[config.mk]
export PLATFORM = sky130hd
export DESIGN_NAME = feac_xcvr
export DESIGN_NICKNAME = d
export VERILOG_FILES = /design/src/rtl/feac_pkg.sv /design/src/rtl/feac_tx.sv /design/src/rtl/feac_rx_align.sv /design/src/rtl/feac_rx_qual.sv /design/src/rtl/feac_xcvr.sv
export SDC_FILE = /design/constraint.sdc
export NUM_CORES = 1
export LEC_CHECK = 0
export CORE_MARGIN = 10
export CORE_UTILIZATION = 45
export DETAILED_ROUTE_END_ITERATION = 10
export DONT_BUFFER_PORTS = 1
export GPL_TIMING_DRIVEN = 0
export SLEW_MARGIN = 20
export SYNTH_ARGS = -nofsm -noshare
export SYNTH_HDL_FRONTEND = slang
export SYNTH_SLANG_ARGS = --single-unit
[constraint.sdc]
create_clock -name clk -period 3.55 [get_ports clk]
set_clock_uncertainty 0.05 [all_clocks]
set_input_delay 0.1775 -clock clk [delete_from_list [all_inputs] [get_ports clk]]
set_output_delay 0.1775 -clock clk [all_outputs]
set_load 0.05 [all_outputs]
[src/rtl/feac_pkg.sv]
package feac_pkg;
  localparam int FEAC_CODE_W  = 6;
  localparam int FEAC_ONES    = 8;
  localparam int FEAC_CONFIRM = 2;
  localparam int FEAC_CLEAR   = 2;
endpackage

[src/rtl/feac_tx.sv]
module feac_tx #(
  parameter int CODE_W = feac_pkg::FEAC_CODE_W,
  parameter int ONES   = feac_pkg::FEAC_ONES
) (
  input  logic              clk,
  input  logic              rst_n,
  input  logic              cbit_mode,
  input  logic [CODE_W-1:0] tx_code,
  input  logic              tx_send,
  input  logic              tx_slot,
  output logic              tx_bit
);
  localparam int WORD_LEN = ONES + CODE_W + 2;
  localparam int IDX_W    = $clog2(WORD_LEN);
  localparam logic [IDX_W-1:0] LAST = IDX_W'(WORD_LEN - 1);
  localparam logic [IDX_W-1:0] SEP  = IDX_W'(ONES);

  logic              busy_q, busy_d;
  logic [CODE_W-1:0] code_q, code_d;
  logic [IDX_W-1:0]  idx_q, idx_d;
  logic              wbit;

  // bit selected by the word pointer
  always_comb begin
    wbit = 1'b1;
    if (idx_q == SEP || idx_q == LAST) wbit = 1'b0;
    for (int k = 0; k < CODE_W; k++) begin
      if (idx_q == IDX_W'(ONES + 1 + k)) wbit = code_q[k];
    end
  end

  assign tx_bit = (cbit_mode && busy_q) ? wbit : 1'b1;

  always_comb begin
    busy_d = busy_q;
    code_d = code_q;
    idx_d  = idx_q;
    if (!cbit_mode) begin
      busy_d = 1'b0;
      idx_d  = '0;
    end else if (tx_slot) begin
      if (idx_q == '0) begin
        busy_d = tx_send;
        if (tx_send) begin
          code_d = tx_code;
          idx_d  = IDX_W'(1);
        end
      end else if (idx_q == LAST) begin
        idx_d = '0;
      end else begin
        idx_d = idx_q + 1'b1;
      end
    end
  end

  always_ff @(posedge clk or negedge rst_n) begin
    if (!rst_n) begin
      busy_q <= 1'b0;
      code_q <= '0;
      idx_q  <= '0;
    end else begin
      busy_q <= busy_d;
      code_q <= code_d;
      idx_q  <= idx_d;
    end
  end

  AST_TX_CODE_HOLD: assert property (@(posedge clk) disable iff (!rst_n)
    (idx_q != '0) |=> $stable(code_q));
  AST_TX_WORD_WRAP: assert property (@(posedge clk) disable iff (!rst_n)
    (cbit_mode && tx_slot && idx_q == LAST) |=> (idx_q == '0));
  AST_TX_MODE_OFF_IDLE: assert property (@(posedge clk) disable iff (!rst_n)
    !cbit_mode |=> (!busy_q && idx_q == '0));
endmodule

[src/rtl/feac_rx_align.sv]
module feac_rx_align #(
  parameter int CODE_W = feac_pkg::FEAC_CODE_W,
  parameter int ONES   = feac_pkg::FEAC_ONES
) (
  input  logic              clk,
  input  logic              rst_n,
  input  logic              cbit_mode,
  input  logic              rx_strobe,
  input  logic              rx_bit,
  output logic              evt_hit,
  output logic              evt_miss,
  output logic [CODE_W-1:0] evt_code
);
  localparam int WORD_LEN = ONES + CODE_W + 2;
  localparam int IDX_W    = $clog2(WORD_LEN);
  localparam logic [IDX_W-1:0] LAST = IDX_W'(WORD_LEN - 1);

  logic [WORD_LEN-1:0] sr_q, sr_d, nsr;
  logic                locked_q, locked_d;
  logic [IDX_W-1:0]    cnt_q, cnt_d;
  logic                take, match, at_end;

  assign take   = cbit_mode && rx_strobe;
  assign nsr    = {sr_q[WORD_LEN-2:0], rx_bit};
  assign match  = (&nsr[WORD_LEN-1 -: ONES]) && !nsr[CODE_W+1] && !nsr[0];
  assign at_end = (cnt_q == LAST);

  // newest bit at index 0: d0 sits at CODE_W, dk at CODE_W-k
  always_comb begin
    for (int k = 0; k < CODE_W; k++) evt_code[k] = nsr[CODE_W-k];
  end

  assign evt_hit  = take && match && (!locked_q || at_end);
  assign evt_miss = take && at_end && !match;

  always_comb begin
    sr_d     = sr_q;
    locked_d = locked_q;
    cnt_d    = cnt_q;
    if (take) begin
      sr_d = nsr;
      if (evt_hit) begin
        locked_d = 1'b1;
        cnt_d    = '0;
      end else if (at_end) begin
        locked_d = 1'b0;
        cnt_d    = '0;
      end else begin
        cnt_d = cnt_q + 1'b1;
      end
    end
  end

  always_ff @(posedge clk or negedge rst_n) begin
    if (!rst_n) begin
      sr_q     <= '0;
      locked_q <= 1'b0;
      cnt_q    <= '0;
    end else begin
      sr_q     <= sr_d;
      locked_q <= locked_d;
      cnt_q    <= cnt_d;
    end
  end

  AST_RX_LOCK_ON_WORD: assert property (@(posedge clk) disable iff (!rst_n)
    evt_hit |=> (locked_q && cnt_q == '0));
  AST_RX_MISS_UNLOCKS: assert property (@(posedge clk) disable iff (!rst_n)
    evt_miss |=> !locked_q);
  AST_RX_FROZEN_OFF: assert property (@(posedge clk) disable iff (!rst_n)
    !cbit_mode |=> ($stable(sr_q) && $stable(locked_q) && $stable(cnt_q)));
endmodule

[src/rtl/feac_rx_qual.sv]
module feac_rx_qual #(
  parameter int CODE_W  = feac_pkg::FEAC_CODE_W,
  parameter int CONFIRM = feac_pkg::FEAC_CONFIRM,
  parameter int CLEAR   = feac_pkg::FEAC_CLEAR
) (
  input  logic              clk,
  input  logic              rst_n,
  input  logic              evt_hit,
  input  logic              evt_miss,
  input  logic [CODE_W-1:0] evt_code,
  output logic [CODE_W-1:0] rx_code,
  output logic              rx_new,
  output logic              rx_removed,
  output logic              rx_present
);
  localparam int HC_W = $clog2(CONFIRM + 1);
  localparam int MC_W = $clog2(CLEAR + 1);

  logic [CODE_W-1:0] cand_q, cand_d, act_code_q, act_code_d;
  logic [HC_W-1:0]   hcnt_q, hcnt_d;
  logic [MC_W-1:0]   mcnt_q, mcnt_d;
  logic              act_q, act_d, new_q, new_d, rem_q, rem_d;

  always_comb begin
    cand_d     = cand_q;
    hcnt_d     = hcnt_q;
    act_d      = act_q;
    act_code_d = act_code_q;
    mcnt_d     = mcnt_q;
    new_d      = 1'b0;
    rem_d      = 1'b0;
    // repetition tracking for the candidate code
    if (evt_hit) begin
      if (evt_code == cand_q && hcnt_q != '0) begin
        if (hcnt_q < HC_W'(CONFIRM)) hcnt_d = hcnt_q + 1'b1;
      end else begin
        cand_d = evt_code;
        hcnt_d = HC_W'(1);
      end
    end else if (evt_miss) begin
      hcnt_d = '0;
    end
    // declaration and clearing
    if (act_q) begin
      if (evt_hit && evt_code == act_code_q) begin
        mcnt_d = '0;
      end else if (evt_hit || evt_miss) begin
        if (mcnt_q == MC_W'(CLEAR - 1)) begin
          act_d  = 1'b0;
          mcnt_d = '0;
          rem_d  = 1'b1;
        end else begin
          mcnt_d = mcnt_q + 1'b1;
        end
      end
    end else if (evt_hit && hcnt_d >= HC_W'(CONFIRM)) begin
      act_d      = 1'b1;
      act_code_d = evt_code;
      mcnt_d     = '0;
      new_d      = 1'b1;
    end
  end

  always_ff @(posedge clk or negedge rst_n) begin
    if (!rst_n) begin
      cand_q     <= '0;
      hcnt_q     <= '0;
      act_q      <= 1'b0;
      act_code_q <= '0;
      mcnt_q     <= '0;
      new_q      <= 1'b0;
      rem_q      <= 1'b0;
    end else begin
      cand_q     <= cand_d;
      hcnt_q     <= hcnt_d;
      act_q      <= act_d;
      act_code_q <= act_code_d;
      mcnt_q     <= mcnt_d;
      new_q      <= new_d;
      rem_q      <= rem_d;
    end
  end

  assign rx_code    = act_code_q;
  assign rx_new     = new_q;
  assign rx_removed = rem_q;
  assign rx_present = act_q;

  AST_QUAL_NEW_ONE_CYCLE: assert property (@(posedge clk) disable iff (!rst_n)
    rx_new |=> !rx_new);
  AST_QUAL_NEW_PRESENT: assert property (@(posedge clk) disable iff (!rst_n)
    rx_new |-> rx_present);
  AST_QUAL_CODE_WITH_NEW: assert property (@(posedge clk) disable iff (!rst_n)
    !$stable(rx_code) |-> rx_new);
  AST_QUAL_REMOVED_CLEARS: assert property (@(posedge clk) disable iff (!rst_n)
    rx_removed |-> (!rx_present && $past(rx_present)));
endmodule

[src/rtl/feac_xcvr.sv]
module feac_xcvr #(
  parameter int CODE_W  = feac_pkg::FEAC_CODE_W,
  parameter int ONES    = feac_pkg::FEAC_ONES,
  parameter int CONFIRM = feac_pkg::FEAC_CONFIRM,
  parameter int CLEAR   = feac_pkg::FEAC_CLEAR
) (
  input  logic              clk,
  input  logic              rst_n,
  input  logic              cbit_mode,
  input  logic [CODE_W-1:0] tx_code,
  input  logic              tx_send,
  input  logic              tx_slot,
  output logic              tx_bit,
  input  logic              rx_strobe,
  input  logic              rx_bit,
  output logic [CODE_W-1:0] rx_code,
  output logic              rx_new,
  output logic              rx_removed,
  output logic              rx_present
);
  logic              evt_hit, evt_miss;
  logic [CODE_W-1:0] evt_code;

  feac_tx #(.CODE_W(CODE_W), .ONES(ONES)) u_tx (
    .clk(clk), .rst_n(rst_n), .cbit_mode(cbit_mode), .tx_code(tx_code),
    .tx_send(tx_send), .tx_slot(tx_slot), .tx_bit(tx_bit)
  );

  feac_rx_align #(.CODE_W(CODE_W), .ONES(ONES)) u_align (
    .clk(clk), .rst_n(rst_n), .cbit_mode(cbit_mode), .rx_strobe(rx_strobe),
    .rx_bit(rx_bit), .evt_hit(evt_hit), .evt_miss(evt_miss), .evt_code(evt_code)
  );

  feac_rx_qual #(.CODE_W(CODE_W), .CONFIRM(CONFIRM), .CLEAR(CLEAR)) u_qual (
    .clk(clk), .rst_n(rst_n), .evt_hit(evt_hit), .evt_miss(evt_miss),
    .evt_code(evt_code), .rx_code(rx_code), .rx_new(rx_new),
    .rx_removed(rx_removed), .rx_present(rx_present)
  );

  AST_TOP_EVENTS_EXCLUSIVE: assert property (@(posedge clk) disable iff (!rst_n)
    !(rx_new && rx_removed));
endmodule

-- Yosys cells after proc, flatten, opt, wreduce, memory -nomap -nowiden
Cells that the tools add are included.
- bits in registers: 50
- input port bits: 13
- output and inout bits: 10
- word-level logic and storage cells: 106
- $add $sub $neg: 4
- order comparisons: 2
- equality and inequality tests: 16
- mux-type cells: 39
- bitwise operators: 2
- reductions and logical operators: 30
- operators by type and width (operator ; number):
    4-bit == test (second input constant) ; 9
    4-bit 2-to-1 mux ; 7
    1-bit 2-to-1 mux ; 23
    2-bit 2-to-1 mux ; 9
    6-bit == test ; 2
    2-bit AND reduction ; 6
    1-bit logical AND ; 11
    4-bit by 1-bit adder with 4-bit output (second input constant) ; 2
    8-bit AND reduction ; 1
    3-bit != test (second input constant) ; 2
    2-bit nonzero test ; 3
    2-bit by 1-bit adder with 2-bit output (second input constant) ; 2
    1-bit zero test ; 4
    4-bit zero test ; 1
    2-bit by 1-bit != test with 1-bit output (second input constant) ; 2
    4-bit AND reduction ; 1
    1-bit logical OR ; 3
    2-bit by 1-bit == test with 1-bit output (second input constant) ; 1
    2-bit greater-or-equal comparator (second input constant) ; 1
    2-bit < comparator (second input constant) ; 1
    1-bit NOT ; 2

-- Depth between registers and ports, before layout
Gate-level depths: netlist (run 1).
- word-level depth: 11
- mapped depth: 7

-- By module
Synthesis (run 1) repeated with hierarchy kept, for this count alone.
- cell total of the unflattened synthesis: 210
- area, all modules: 2577.5 sq um
- modules (own cells, without submodules) (module ; times used ; cells an instance ; area an instance (sq um) ; seq. area each (sq um)):
    feac_rx_qual ; 1 ; 76 ; 955.9 ; 475.5
    feac_rx_align ; 1 ; 74 ; 930.9 ; 500.5
    feac_tx ; 1 ; 60 ; 690.7 ; 275.3

-- Least setup slack after synthesis (run 1)
No wires, ideal clock.
- kind: register to register
- start point: reg u_align.cnt_q[0]
- end point: reg u_qual.act_code_q[0], in the netlist u_qual.rx_code[0]
- arrival time: 1915 ps
- required time: 3375 ps
- path slack: 1459 ps
- cell stages (with the launch flop): 7
- path through: dfrtp_1 ha_1 nand3_4 a2111oi_4 and4_1 buf_6 mux2_4
- cells in the longest elaborated chain, start to end: 8
- elaborated cells between the ends (all ways): 10
- classes of those cells: order compare (1); eq/ne (1); mux (2); reduce/logical (6)
- ends and longest elaborated chain (what ; RTL line ; RTL):
    start, declared ; feac_rx_align.sv:20 ; logic [IDX_W-1:0] cnt_q, cnt_d;
    start signal, assigned ; feac_rx_align.sv:62 ; cnt_q <= cnt_d;
    4-bit == test (*) ; feac_rx_align.sv:26 ; assign at_end = (cnt_q == LAST);
    1-bit logical AND (2 in series) ; feac_rx_align.sv:34 ; assign evt_miss = take && at_end && !match;
    2-bit 2-to-1 mux ; feac_rx_qual.sv:40 ; end else if (evt_miss) begin
    2-bit 2-to-1 mux ; feac_rx_qual.sv:33 ; if (evt_hit) begin
    2-bit greater-or-equal comparator ; feac_rx_qual.sv:56 ; end else if (evt_hit && hcnt_d >= HC_W'(CONFIRM)) begin
    1-bit logical AND (*) ; feac_rx_qual.sv:56 ;
    2-bit AND reduction (no source line) (*) ; -- ;
    end signal, assigned ; feac_rx_qual.sv:77 ; act_code_q <= act_code_d;
    end, declared ; feac_rx_qual.sv:19 ; logic [CODE_W-1:0] cand_q, cand_d, act_code_q, act_code_d;
Mark *: on every way between the ends. The rest lies on a longest branch, timed or not.
A chain may end at the register's enable or synchronous reset.

-- Final worst setup path (run 1)
- start point: reg u_tx.idx_q[0]
- end point: reg u_tx.code_q[3]
- cells in the longest elaborated chain, start to end: 2
- ends and longest elaborated chain (what ; RTL line ; RTL):
    start, declared ; feac_tx.sv:20 ; logic [IDX_W-1:0] idx_q, idx_d;
    start signal, assigned ; feac_tx.sv:64 ; idx_q <= idx_d;
    4-bit zero test ; feac_tx.sv:42 ; if (idx_q == '0) begin
    4-bit AND reduction (no source line) ; -- ;
    end signal, assigned ; feac_tx.sv:63 ; code_q <= code_d;
    end, declared ; feac_tx.sv:19 ; logic [CODE_W-1:0] code_q, code_d;
Every way passes these cells.

==> results.yml, run 1 <==
route:
  wl_um: 4830
  vias: 1713
  dr.pass1.iters: 4
  drc_errors: 0
  wl_per_cell_um: 14.7
  post_drt_via_cell_ratio: 5.21
  first_iter_violations: 43
  drtAntennaViolNets: 0
sta:
  finalHoldViolCount: 0
  setup_viol: 0
  fin_setup_tns_ps: 0
  worstMarginPinSlew_ps: 1040
  holdWs_ps: 41.6
  slew_headroom: 0.303
  fmax_ghz: 0.417
  slew_viol_final: 0
  rsz0062_at_grt: "no"
  period_needed_ps: 2400
  timing.final.crit_share: 0.675
setup_path:
  arrival_ps: 2530
  critPathSlowestCell: "dfrtp_1"
  critPathCapture: "u_tx.code_q[3]"
  critPathCaptureType: "flip-flop"
  worstReg2RegEnd: "u_tx.code_q[3]"
  path_depth: 7
  cpLargestDelayFamily: "simple AND/OR/NAND/NOR gates"
  crit_chain: "inv_1 > ha_1 > nand2b_1 > nor3b_1 > and3_1 > clkbuf_1 > mux2_2"
  reg2reg_slack_ps: 1150
  crit_type: "flip-flop to flip-flop"
  cp.required_ps: 3690
  rr_worst_depth: 7
  r2r_start: "u_tx.idx_q[0]"
  cp-start-kind: "flip-flop"
  critPathBufInv: 2
  cp-startpoint: "u_tx.idx_q[0]"
  path_max_fanout: 6
  max_stage_delay_ps: 440
synthesis:
  synth_top_area_frac: 0.518
  synth_area_per_cell_um2: 10.1
  synth.top_cells.by_count: "81 x nand2_1, 50 x dfrtp_1, 12 x xor2_1"
  yosysMostFrequentCell: "nand2_1"
  synth.yosys.warnings: 0
  synthArstFlopShare: 1.00
  ys_top_cells_by_area: "dfrtp_1 52%, nand2_1 13%, xor2_1 4.4%"
  synth_ff_type: "dfrtp_1"
  synthCells: 240
  synth_cell_types: 45
  synth_nets: 260
  yosysSeqAreaShare: 0.518
  syn-cell-area_mm2: 0.00242
  synth_edf_count: 0
  ys_ff_latch: 50
  synth_top_area_cell: "dfrtp_1"
global_route:
  antenna_found_initial: 0
  grt_overflow_total: 0
  grt_usage: 0.119
  grt_pass1_vias: 1694
  grt_max_degree: 51
  grt_pass1_wl_um: 8390
floorplan:
  start_util: 0.467
  pin_count: 23
  fp.coreArea_mm2: 0.00517
  fp.dieW_um: 93.3
  core.rowCount: 26
  dieArea_mm2: 0.00870
  die_h_um: 93.3
run_status:
  status: "finished, final reports clean"
min_path:
  min-delay-start: "tx_slot"
  hold_path_class: "primary input to flip-flop"
final_layout:
  syn_to_final_growth_pct: 13.8
  ff_latch_area_mm2: 0.00125
  instances_no_fill: 329
  fillers: 458
  multi_input_area_mm2: 0.00111
  diodes: 0
  fin_nets: 279
  drive_gt1_frac: 0.0965
  post-route-util: 0.531
flow_run:
  cap_violations: 0
clock_tree:
  clockBufferDepth: 2
  clkTransAtPathRegs_ps: 80
  cts.repair.resized: 0
  clock_latency_ps: 310
  cts_tree: "built"
  root_buffer: "clkbuf_8"
  cts.sinks: 50
  cts_buffers: 5
  h-tree-depth: 2
  cts_setup_buffers: 0
power:
  irDropWorstVdd_uv: 196
  leakage_nw: 1.34
  power_density_mw_per_mm2: 468
place:
  gp_congestion: 0.805
  portBuffers: 0
  dp_cells: 310
  dpl.hpwl_um: 3330
placed cells by master (no fill, tap or decap), types with 2 or more instances in the layout:
cell type	Yosys	final
nand2_1	81	81
dfrtp_1	50	50
xor2_1	12	12
nor2_1	11	11
dlygate4sd3_1	0	11
ha_1	7	7
inv_1	6	6
mux2_2	6	6
mux2_4	6	6
clkbuf_8	0	5
clkbuf_1	4	4
nand4_1	4	4
a21oi_1	4	4
o21ai_0	4	4
nor3_1	3	3
nand3_1	3	3
nand4b_1	2	2
nor4_1	2	2
a22o_1	2	2
xnor2_1	2	2
nand2b_1	2	2
nor3b_1	2	2
and3_1	2	2
mux2i_1	2	2
flip-flops by register name, summed over array words and instances, names as in the netlist, 2 cells and up:
signal,flops
u_align.sr_q,15
u_qual.cand_q,6
u_qual.rx_code,6
u_tx.code_q,6
u_align.cnt_q,4
u_tx.idx_q,4
u_qual.hcnt_q,2
u_qual.mcnt_q,2
how the worst min path moves through the flow:
stage | depth (start not counted) | end
finish | 2 | u_tx.idx_q[0]
global route | 2 | u_tx.idx_q[0]
CTS | 2 | u_tx.idx_q[0]
detailed placement | 0 | u_align.sr_q[12]
global placement | 0 | u_align.sr_q[12]
floorplan | 0 | u_align.cnt_q[0]
layer usage:
| layer | up-vias | GRT usage | wire length (µm) |
|---|---|---|---|
| met5 | - | 0 | 0 |
| met4 | 0 | 0.0424 | 74 |
| met3 | 6 | 0.0408 | 239 |
| met2 | 29 | 0.181 | 2180 |
| met1 | 831 | 0.154 | 2340 |
| li1 | 847 | - | - |
area by class of cell:
cell class / instances / area share
Sequential cell: 50 / 0.455
Multi-Input combinational cell: 178 / 0.405
Timing Repair Buffer: 12 / 0.0501
Tap cell: 70 / 0.0319
Clock buffer: 5 / 0.0250
Clock inverter: 2 / 0.0141
Buffer: 6 / 0.0109
Inverter: 6 / 0.00819
cell families after synthesis:
logic type	Yosys count	share of synthesized area
buffers and inverters	12	0.0217
AOI/OAI and AO/OA	24	0.0792
xor gates and xnor gates	14	0.0508
and+or+nand+nor	119	0.221
muxes	14	0.0735
adders and majority gates	7	0.0362
DFF	50	0.518
where the power goes:
part           internal, mW  leakage, nW  switching [mW]
Clock                 0.207       0.0542           0.189
Sequential            0.641        0.669          0.0761
Combinational        0.0856        0.617          0.0883
stage by stage:
| stage | worst slack (ps) | instance area (µm²) | power (mW) |
|---|---|---|---|
| finish | 1150 | 2750 | 1.29 |
| global route | 976 | 2750 | 1.36 |
| CTS | 1150 | 2750 | 1.30 |
| detailed placement | 1150 | 2500 | 0.880 |
| global placement | 1180 | 2500 | 0.873 |
| floorplan | 1460 | 2420 | 0.836 |
timing repair:
item	4_1_cts	5_1_grt
endpoints found under the hold margin	60	0
hold buffers	12	0
setup endpoints to repair	0	0
(Power assumes the default switching activity.)
==> inputs of run 2 (changes only) <==
ABC_AREA = 1   (was default)
clock period = 1.9 ns   (was 3.55 ns; I/O delays follow)
==> results.yml, run 2 <==
final_layout:
  instances_no_fill: 402
  final_common_cell: "nand2_1"
  multi_input_area_mm2: 0.00116
  fin_area_mm2: 0.00297
  post-route-util: 0.535
  mostFrequentLayoutCells: "105 x nand2_1, 47 x dfrtp_1, 37 x inv_1"
  largest_register_ffs: 15
  syn_to_final_growth_pct: 14.8
  diodes: 0
  drive_gt1_frac: 0.155
  ff_latch_area_mm2: 0.00125
  fillers: 528
  top_register: "u_align.sr_q"
  fin_nets: 349
synthesis:
  syn-cell-area_mm2: 0.00258
  synthSimpleGateAreaFrac: 0.274
  synth.yosys.warnings: 0
  synthArstFlopShare: 1.00
  synth_top_area_frac: 0.484
  synth_compound_area_frac: 0.102
  yosysSeqAreaShare: 0.484
  synth.top_cells.by_count: "105 x nand2_1, 50 x dfrtp_1, 37 x inv_1"
  synth_top_area_cell: "dfrtp_1"
  yosysMostFrequentCell: "nand2_1"
  ys_top_cells_by_area: "dfrtp_1 48%, nand2_1 15%, inv_1 5.4%"
  synthAdderAreaFrac: 0.0339
  synth_ff_type: "dfrtp_1"
  ys_ff_latch: 50
  synth_xor_area_frac: 0.00339
  synth_edf_count: 0
  synth_area_per_cell_um2: 8.31
  synthCells: 311
  synth_top_family_by_area: "simple AND/OR/NAND/NOR gates"
  synth_cell_types: 34
  synth_mux_area_frac: 0.0261
  synth_nets: 331
global_route:
  grt_max_degree: 51
  grt_overflow_total: 0
  grt_pass1_vias: 1883
  grt_usage: 0.121
  grt_pass1_wl_um: 8780
  antenna_found_initial: 0
clock_tree:
  root_buffer: "clkbuf_8"
  cts.sinks: 50
  clkTransAtPathRegs_ps: 100
  cts_buffers: 5
  h-tree-depth: 2
  clock_latency_ps: 310
  clockBufferDepth: 2
  cts_tree: "built"
place:
  dpl.hpwl_um: 3680
  dp_cells: 383
  dpl_cell_area_mm2: 0.00268
  pre_cts_ws_ps: 23.5
  gp_congestion: 0.780
  portBuffers: 0
route:
  dr.pass1.iters: 4
  first_iter_violations: 77
  drc_errors: 0
  drtAntennaViolNets: 0
  post_drt_via_cell_ratio: 4.82
  wl_per_cell_um: 12.9
  vias: 1938
  wl_um: 5200
floorplan:
  fp.coreArea_mm2: 0.00554
  fp.dieW_um: 95.8
  die_h_um: 95.8
  dieArea_mm2: 0.00918
  pin_count: 23
  start_util: 0.467
  core.rowCount: 27
sta:
  worstMarginPinSlew_ps: 579
  holdWs_ps: 13.2
  slew_viol_final: 0
  timing.final.crit_share: 0.955
  rsz0062_at_grt: "no"
  finalHoldViolCount: 0
  slew_headroom: 0.614
  period_needed_ps: 1810
  fmax_ghz: 0.551
  fin_setup_tns_ps: 0
  fin_ws_ps: 86.3
  setup_viol: 0
setup_path:
  critPathCaptureType: "output port"
  cp-start-kind: "flip-flop"
  crit_type: "flip-flop to output port"
  cp.required_ps: 1750
  path_max_fanout: 5
  arrival_ps: 1670
  rr_worst_depth: 8
power:
  power_density_mw_per_mm2: 1080
  p_total_mw: 3.21
  irDropWorstVdd_uv: 531
  leakage_nw: 1.43
min_path:
  hold_path_class: "primary input to flip-flop"
  hold_path_depth: 3
run_status:
  status: "finished, final reports clean"
flow_run:
  cap_violations: 0
## run 2: cell types whose count changed after synthesis, sizes merged, moves of 6 or more
cell / delta
inv: +36
nand3: +12
mux2: -6
xor2: -11
nor2: +9
nand2: +28
o21ai: +30
## run 2: cell type report
class / instances / area share
inverters: 43 / 0.0548
flip-flops and latches: 50 / 0.423
clock inverters: 2 / 0.0202
multi-input cells: 212 / 0.390
repair buffers: 11 / 0.0422
plain buffers: 6 / 0.0118
well taps: 72 / 0.0304
clock buffers: 6 / 0.0278
## run 2: cell families after synthesis
group	Yosys count
flip-flops	50
adder cells (fa/ha/maj)	7
buffers and inverters	49
AND/OR/NAND/NOR	154
AO/OA/AOI/OAI	44
XOR/XNOR	1
multiplexers	6
## run 2: power breakdown
| group | leakage [nW] | total [mW] | internal, mW | switching, mW |
|---|---|---|---|---|
| Clock | 0.0714 | 0.929 | 0.562 | 0.367 |
| Sequential | 0.653 | 1.45 | 1.29 | 0.165 |
| Combinational | 0.703 | 0.825 | 0.321 | 0.504 |
| Total | 1.43 | 3.21 | 2.17 | 1.04 |
## run 2: per-layer routing
metal	vias up	wire, µm	part of all wire	track usage
li1	1019	-	-	-
met5	-	0	0	0
met1	891	2530	0.49	0.151
met4	0	65	0.013	0.0405
met3	5	233	0.045	0.0366
met2	23	2370	0.46	0.194
## run 2: final timing paths
check	slack (ps)	startpoint	to
max	90	u_tx.idx_q[0]	tx_bit
min	10	rx_strobe	u_align.sr_q[2]
max reg2reg	120	u_tx.idx_q[0]	u_tx.idx_q[3]
min reg2reg	460	u_align.sr_q[6]	u_align.sr_q[6]
max in group asynchronous	1340	rst_n	u_qual.rx_code[2]
min in group asynchronous	240	rst_n	u_tx.code_q[4]
## run 2: what timing repair did
action	CTS	global route
gates resized for setup	2	4
hold endpoints to repair	58	0
pin swaps	0	1
hold buffers	10	0
setup endpoints to repair	1	12
buffers inserted	0	1
## run 2: worst max-delay path, stage by stage (launching register included)
cell and delay, ps:
dfrtp_1 420, ha_1 280, inv_1 90, o21ai_0 130, o2111ai_4 440
==> inputs of run 3 (changes only) <==
RECOVER_POWER = 25   (was default)
==> results.yml, run 3 (synthesis gave the netlist of run 2 again) <==
run_status:
  status: "finished, final reports clean"
power:
  p_total_mw: 3.20
  leakage_nw: 1.42
  irDropWorstVdd_uv: 531
  power_density_mw_per_mm2: 1090
clock_tree:
  clkTransAtPathRegs_ps: 100
  clockBufferDepth: 2
  h-tree-depth: 2
  cts_buffers: 5
  cts_tree: "built"
  root_buffer: "clkbuf_8"
  clock_latency_ps: 310
  cts.sinks: 50
sta:
  fmax_ghz: 0.551
  timing.final.crit_share: 0.955
  fin_setup_tns_ps: 0
  slew_headroom: 0.184
  setup_viol: 0
  holdWs_ps: 13.2
  slew_viol_final: 0
  period_needed_ps: 1810
  worstMarginPinSlew_ps: 1220
  rsz0062_at_grt: "no"
  finalHoldViolCount: 0
route:
  first_iter_violations: 77
  drtAntennaViolNets: 0
  route.met3.wl_um: 233
  wl_per_cell_um: 12.9
  post_drt_via_cell_ratio: 4.82
  wl_met1_um: 2530
  drc_errors: 0
  wl_um: 5200
  dr_wl_met2_um: 2370
  dr.pass1.iters: 4
  vias: 1938
  top_layer_used: "met4"
global_route:
  grt_max_degree: 51
  grt_pass1_wl_um: 8780
  grt_pass1_vias: 1883
  antenna_found_initial: 0
  grt_usage: 0.121
  grt_overflow_total: 0
min_path:
  min-delay-start: "rx_strobe"
  hold_end: "u_align.sr_q[2]"
  hold_path_depth: 3
  hold_path_class: "primary input to flip-flop"
place:
  portBuffers: 0
  dp_cells: 383
  dpl.hpwl_um: 3680
  gp_congestion: 0.780
setup_path:
  critPathCaptureType: "output port"
  reg2reg_slack_ps: 120
  path_max_fanout: 5
  crit_type: "flip-flop to output port"
  worstReg2RegEnd: "u_tx.idx_q[3]"
  r2r_start: "u_tx.idx_q[0]"
  rr_worst_depth: 8
  arrival_ps: 1670
  cp-start-kind: "flip-flop"
  cp.required_ps: 1750
final_layout:
  drive_gt1_frac: 0.155
  final_common_cell: "nand2_1"
  syn_to_final_growth_pct: 13.9
  top_register: "u_align.sr_q"
  instances_no_fill: 402
  mostFrequentLayoutCells: "105 x nand2_1, 47 x dfrtp_1, 37 x inv_1"
  fillers: 531
  diodes: 0
  largest_register_ffs: 15
  fin_nets: 349
floorplan:
  fp.coreArea_mm2: 0.00554
  die_h_um: 95.8
  core.rowCount: 27
  pin_count: 23
  dieArea_mm2: 0.00918
  fp.dieW_um: 95.8
  start_util: 0.467
flow_run:
  cap_violations: 0
[run 3: worst max path at each step]
stage / from / endpoint / depth (start not counted)
after floorplan: u_tx.idx_q[0] / tx_bit / 4
after global placement: u_tx.idx_q[0] / tx_bit / 4
after detailed placement: u_tx.idx_q[0] / tx_bit / 4
after CTS: u_tx.idx_q[0] / tx_bit / 4
after global routing: u_tx.idx_q[0] / tx_bit / 6
final: u_tx.idx_q[0] / tx_bit / 4
[run 3: metal layers]
layer | global-route usage | vias up
li1 | - | 1019
met4 | 0.0405 | 0
met2 | 0.194 | 23
met3 | 0.0366 | 5
met5 | 0 | -
met1 | 0.151 | 891
[run 3: repair_timing]
action / CTS / global route
setup buffers: 0 / 1
hold endpoints to repair: 58 / 0
setup endpoints to repair: 1 / 12
hold buffers: 10 / 0
resized for setup: 2 / 4
pin swaps: 0 / 1
[run 3: where the power goes]
group          total [mW]  switching, mW  internal [mW]
Clock               0.929          0.367          0.562
Combinational       0.819          0.503          0.316
Sequential           1.45          0.165           1.29
[run 3: final cells by class]
type,count,area [µm²],area share
buffer,6,35.0,0.0119
sequential,50,1250,0.426
clock inverter,2,60.1,0.0204
inverter,43,163,0.0552
clock buffer,6,82.6,0.0280
tap,72,90.1,0.0306
timing repair buffer,11,103,0.0348
multi-input combinational,212,1160,0.393
[run 3: worst max-delay path: stages (launching register included)]
cell and delay (ps):
dfrtp_1 420, ha_1 280, inv_1 90, o21ai_0 130
o2111ai_4 440
[run 3: per-stage QoR]
stage,util,instance area [µm²],setup slack [ps]
after floorplan,-,2580,159
after global placement,0.483,2680,44.8
after detailed placement,0.483,2680,23.5
after CTS,0.533,2950,86.2
after global routing,0.531,2940,9.55
final,0.531,2940,86.3
